$ cat src/rtl/capwm_timer.sv
module capwm_timer #(
  parameter int W = 16,
  parameter logic [W-1:0] RST_PERIOD  = W'(8),
  parameter logic [W-1:0] RST_COMPARE = W'(4)
) (
  input  logic         clk,
  input  logic         rst_n,
  input  logic         en,
  input  logic         step,
  input  logic         shadow_wr,
  input  logic [W-1:0] period_in,
  input  logic [W-1:0] compare_in,
  output logic [W-1:0] count,
  output logic         count_up,
  output logic         pm_ext,
  output logic         pm_int,
  output logic         zero_match,
  output logic         pwm_out
);

  logic [W-1:0] per_sh, cmp_sh, per_act, cmp_act;
  logic adv, at_zero;

  assign adv        = en & step;
  assign at_zero    = (count == '0);
  assign pm_ext     = adv & (count == per_act);
  assign pm_int     = pm_ext & count_up;
  assign zero_match = adv & at_zero;
  assign pwm_out    = (count >= cmp_act);

  always_ff @(posedge clk) begin
    if (!rst_n) begin
      count    <= '0;
      count_up <= 1'b1;
    end else if (adv) begin
      if (count_up) begin
        if (count > per_act) begin
          count    <= count - W'(1);
          count_up <= 1'b0;
        end else begin
          count <= count + W'(1);
        end
      end else if (at_zero) begin
        count    <= W'(1);
        count_up <= 1'b1;
      end else begin
        count <= count - W'(1);
      end
    end
  end

  always_ff @(posedge clk) begin
    if (!rst_n) begin
      per_sh  <= RST_PERIOD;
      cmp_sh  <= RST_COMPARE;
      per_act <= RST_PERIOD;
      cmp_act <= RST_COMPARE;
    end else begin
      if (pm_int) begin
        per_act <= per_sh;
        cmp_act <= cmp_sh;
      end
      if (shadow_wr) begin
        per_sh <= period_in;
        cmp_sh <= compare_in;
      end
    end
  end

  p_hold_r2: assert property (@(posedge clk) disable iff (!rst_n)
    !(en && step) |=> $stable(count) && $stable(count_up));

  p_pulse_on_step_r2: assert property (@(posedge clk) disable iff (!rst_n)
    (pm_ext || pm_int || zero_match) |-> (en && step));

  p_peak_overshoot_r3: assert property (@(posedge clk) disable iff (!rst_n)
    pm_int |=> (count == $past(count) + W'(1)) && count_up);

  p_bottom_turn_r4: assert property (@(posedge clk) disable iff (!rst_n)
    zero_match && !count_up |=> (count == W'(1)) && count_up);

  p_int_in_ext_r6: assert property (@(posedge clk) disable iff (!rst_n)
    pm_int |-> pm_ext && count_up);

  p_shadow_xfer_r8: assert property (@(posedge clk) disable iff (!rst_n)
    pm_int |=> (per_act == $past(per_sh)) && (cmp_act == $past(cmp_sh)));

endmodule

$ cat config.mk
export PLATFORM = sky130hd
export DESIGN_NAME = capwm_timer
export DESIGN_NICKNAME = d
export VERILOG_FILES = /design/src/rtl/capwm_timer.sv
export SDC_FILE = /design/constraint.sdc
export NUM_CORES = 1
export LEC_CHECK = 0
export ABC_CLOCK_PERIOD_IN_PS = 3800
export CORE_MARGIN = 4
export CORE_UTILIZATION = 36
export DETAILED_ROUTE_END_ITERATION = 10
export PLACE_DENSITY = 0.57
export SYNTH_ARGS = -nofsm -noshare
export SYNTH_HDL_FRONTEND = slang
export SYNTH_SLANG_ARGS = --single-unit
$ cat constraint.sdc
create_clock -name clk -period 3.8 [get_ports clk]
set_clock_uncertainty 0.1 [all_clocks]
set_input_delay 1.14 -clock clk [delete_from_list [all_inputs] [get_ports clk]]
set_output_delay 1.14 -clock clk [all_outputs]
set_load 0.01 [all_outputs]
==> results.py <==
metrics = {
    "outcome": {
        "status": "finished, final reports clean",
    },
    "hold_path": {
        "hp-class": "flip-flop to flip-flop",
    },
    "synth": {
        "synth_cell_type_count": 56,
        "ys_warn_count": 0,
        "syn_area_mm2": 0.00451,
        "syn_inst": 539,
        "syn_nets": 611,
        "ys_seq_area_share_pct": 36.0,
        "synthArstFlopShare_pct": 0,
        "ys.flop_type": "dfxtp_1",
        "syn_area_per_cell_um2": 8.36,
        "ys_ff_latch": 81,
        "synth_edf_count": 0,
    },
    "setup_path": {
        "arrival_ns": 2.44,
        "crit_top_cell": "a21o_1",
        "slowest_delay_ns": 0.33,
        "worst_setup_path_start_kind": "flip-flop",
        "worstPathCellList": "inv_1 > ha_1 > nand2b_1 > a21o_1 > a21o_1 > a21o_1 > a21o_1 > a21oi_2 > o221ai_1 > clkdlybuf4s15_1",
        "crit_buf_inv": 2,
        "slowest_stage": "dfxtp_1",
        "cp-end-kind": "primary output",
        "critPathRequiredTime_ns": 2.56,
        "path_class": "flip-flop to primary output",
        "cp_max_fo": 2,
        "critPathTopFamily": "compound AO/OA/AOI/OAI gates",
    },
    "route": {
        "wl_per_cell_um": 15.6,
        "drc": 0,
        "vias_per_cell": 5.25,
        "routed_wl_mm": 12.0,
        "firstDrtPassIters": 5,
        "ant_nets": 0,
        "drt_iter0_markers": 297,
        "route.vias.total": 4031,
    },
    "floorplan": {
        "ios": 58,
        "rows": 40,
        "dieArea_mm2": 0.0144,
        "chipHeight_um": 120,
        "start_util_pct": 37.2,
        "die_w_um": 120,
        "core-area_mm2": 0.0121,
    },
    "placement": {
        "placedCellCount": 753,
        "dp_hpwl_mm": 8.86,
        "port_buffers": 57,
        "place_ws_ns": 0.0168,
        "place_congestion": 0.904,
    },
    "grt": {
        "gr-total-overflow": 0,
        "grt_max_degree": 69,
        "grt_pass1_vias": 3969,
        "antenna_found_initial": 0,
        "grt.total_usage_pct": 17.3,
        "grt_pass1_wl_mm": 20.1,
    },
    "cells_and_area": {
        "fin_nets": 668,
        "mostFrequentLayoutCells": "89 x nand2_1, 79 x dfxtp_1, 51 x clkdlybuf4s50_1, 40 x inv_1, 35 x ha_1",
        "layout-drive-gt1-share_pct": 8.33,
        "n_fill_cell": 1241,
        "syn2layout_area_growth_pct": 25.0,
        "antenna_cells": 0,
        "final_cells": 768,
        "final_common_cell": "nand2_1",
    },
    "power": {
        "peakVddDrop_v": 0.000601,
        "leakagePower_uw": 0.00223,
        "power_density_mw_per_mm2": 898,
        "finalPower_uw": 5060,
    },
    "clocking": {
        "numCtsBuffers": 9,
        "cts_tree": "yes",
        "clkTransAtPathRegs_ns": 0.06,
        "clk_latency_ns": 0.34,
        "cts_htree_levels": 3,
        "clock_path_buffers": 2,
        "ctsHoldBuffers": 0,
        "ctsRootBufferMaster": "clkbuf_16",
        "cts.sinks": 81,
    },
    "timing": {
        "tns_ns": 0,
        "maxSlewHeadroom_pct": 25.2,
        "max_clock_freq_ghz": 0.272,
        "min_period_ns": 3.68,
        "final_max_slew_viol_count": 0,
        "hold_violations": 0,
        "rsz0062_at_grt": "no",
        "final-setup-viol-count": 0,
        "fin_crit_sh_pct": 96.7,
        "setup_slack_ns": 0.124,
        "hold_ws_ns": 0.361,
        "worst_pin_slew_ns": 1.12,
    },
    "flow_run": {
        "drv_cap": 0,
    },
}
## repair_timing
item                                   in CTS  in global routing
setup buffers                               0                  0
gates resized for setup                     5                  5
pin swaps                                   0                  4
setup endpoints to repair                   3                  3
endpoints found under the hold margin       0                  0
## cell families (layout without fill, tap and decap cells)
logic type               count (synthesis)  in the layout  share of synthesized area, %
AO/OA/AOI/OAI                          115            115                          18.5
XOR/XNOR                                 2              2                         0.389
adder cells (fa/ha/maj)                 35             35                          9.72
buffers and inverters                   75            136                          6.41
flip-flops                              81             81                          36.0
multiplexers                            33             33                          7.33
AND/OR/NAND/NOR                        198            198                          21.7
## sequential cells by signal (all words and copies together) (netlist names)
| signal | count |
|---|---|
| count_up | 1 |
| per_act | 16 |
| cmp_act | 16 |
| cmp_sh | 16 |
| count | 16 |
| per_sh | 16 |
## metal layers
layer	part of all wire (%)	global-route usage [%]	wire length, um
met3	5.7	3.39	679
met5	0	0	0
met2	46	27.9	5540
met4	1.5	6.23	178
met1	47	23.1	5590
## cells in the mapped netlist (6+ instances only)
library cell / n / area [um^2]
nor2_1: 15 / 56.3
inv_1: 40 / 150
a21o_1: 9 / 67.6
dfxtp_1: 81 / 1620
mux2i_1: 33 / 330
nor3_1: 10 / 50.1
a21oi_1: 13 / 65.1
nor4_1: 6 / 37.5
nand3_1: 6 / 30.0
clkbuf_1: 28 / 105
nor2b_1: 33 / 206
nand2_1: 89 / 334
nand4_1: 14 / 87.6
o211ai_1: 7 / 52.6
ha_1: 35 / 438
a21boi_0: 30 / 225
o21ai_0: 13 / 65.1
## worst paths after layout
path	startpoint	to	slack, ns	cells after the start
worst max-delay path	count[0]	pwm_out	0.12	10
worst min-delay path	cmp_act[10]	cmp_act[10]	0.36	2
worst max register to register	count[7]	count[11]	0.70	6
worst min register to register	cmp_act[10]	cmp_act[10]	0.36	2
## tightest hold or removal path: cells and delay by family, from the launching register on
kind	cells	cell delay (ns)
flops	1	0.31
compound gates	1	0.06
simple gates	1	0.05
## where the power goes
group,leakage [uW],internal [uW],switching [uW]
Combinational,0.00142,1280,1820
Sequential,0.000661,957,125
Clock,0.000146,526,347
Total,0.00223,2770,2290
## final cells by class
| type | instances | area, um^2 | share of cell area, % |
|---|---|---|---|
| multi-input combinational | 383 | 2610 | 46.3 |
| sequential | 81 | 1620 | 28.8 |
| timing repair buffer | 81 | 744 | 13.2 |
| clock buffer | 11 | 243 | 4.31 |
| tap | 168 | 210 | 3.73 |
| inverter | 40 | 150 | 2.66 |
| clock inverter | 4 | 52.6 | 0.933 |
## metrics by stage
step / area, um^2 / utilization [%]
after global placement: 5320 / 43.9
after CTS: 5620 / 46.4
after detailed placement: 5320 / 43.9
final: 5630 / 46.5
after floorplan: 4510 / -
after global routing: 5630 / 46.5
Power figures use the tool's default switching activity.
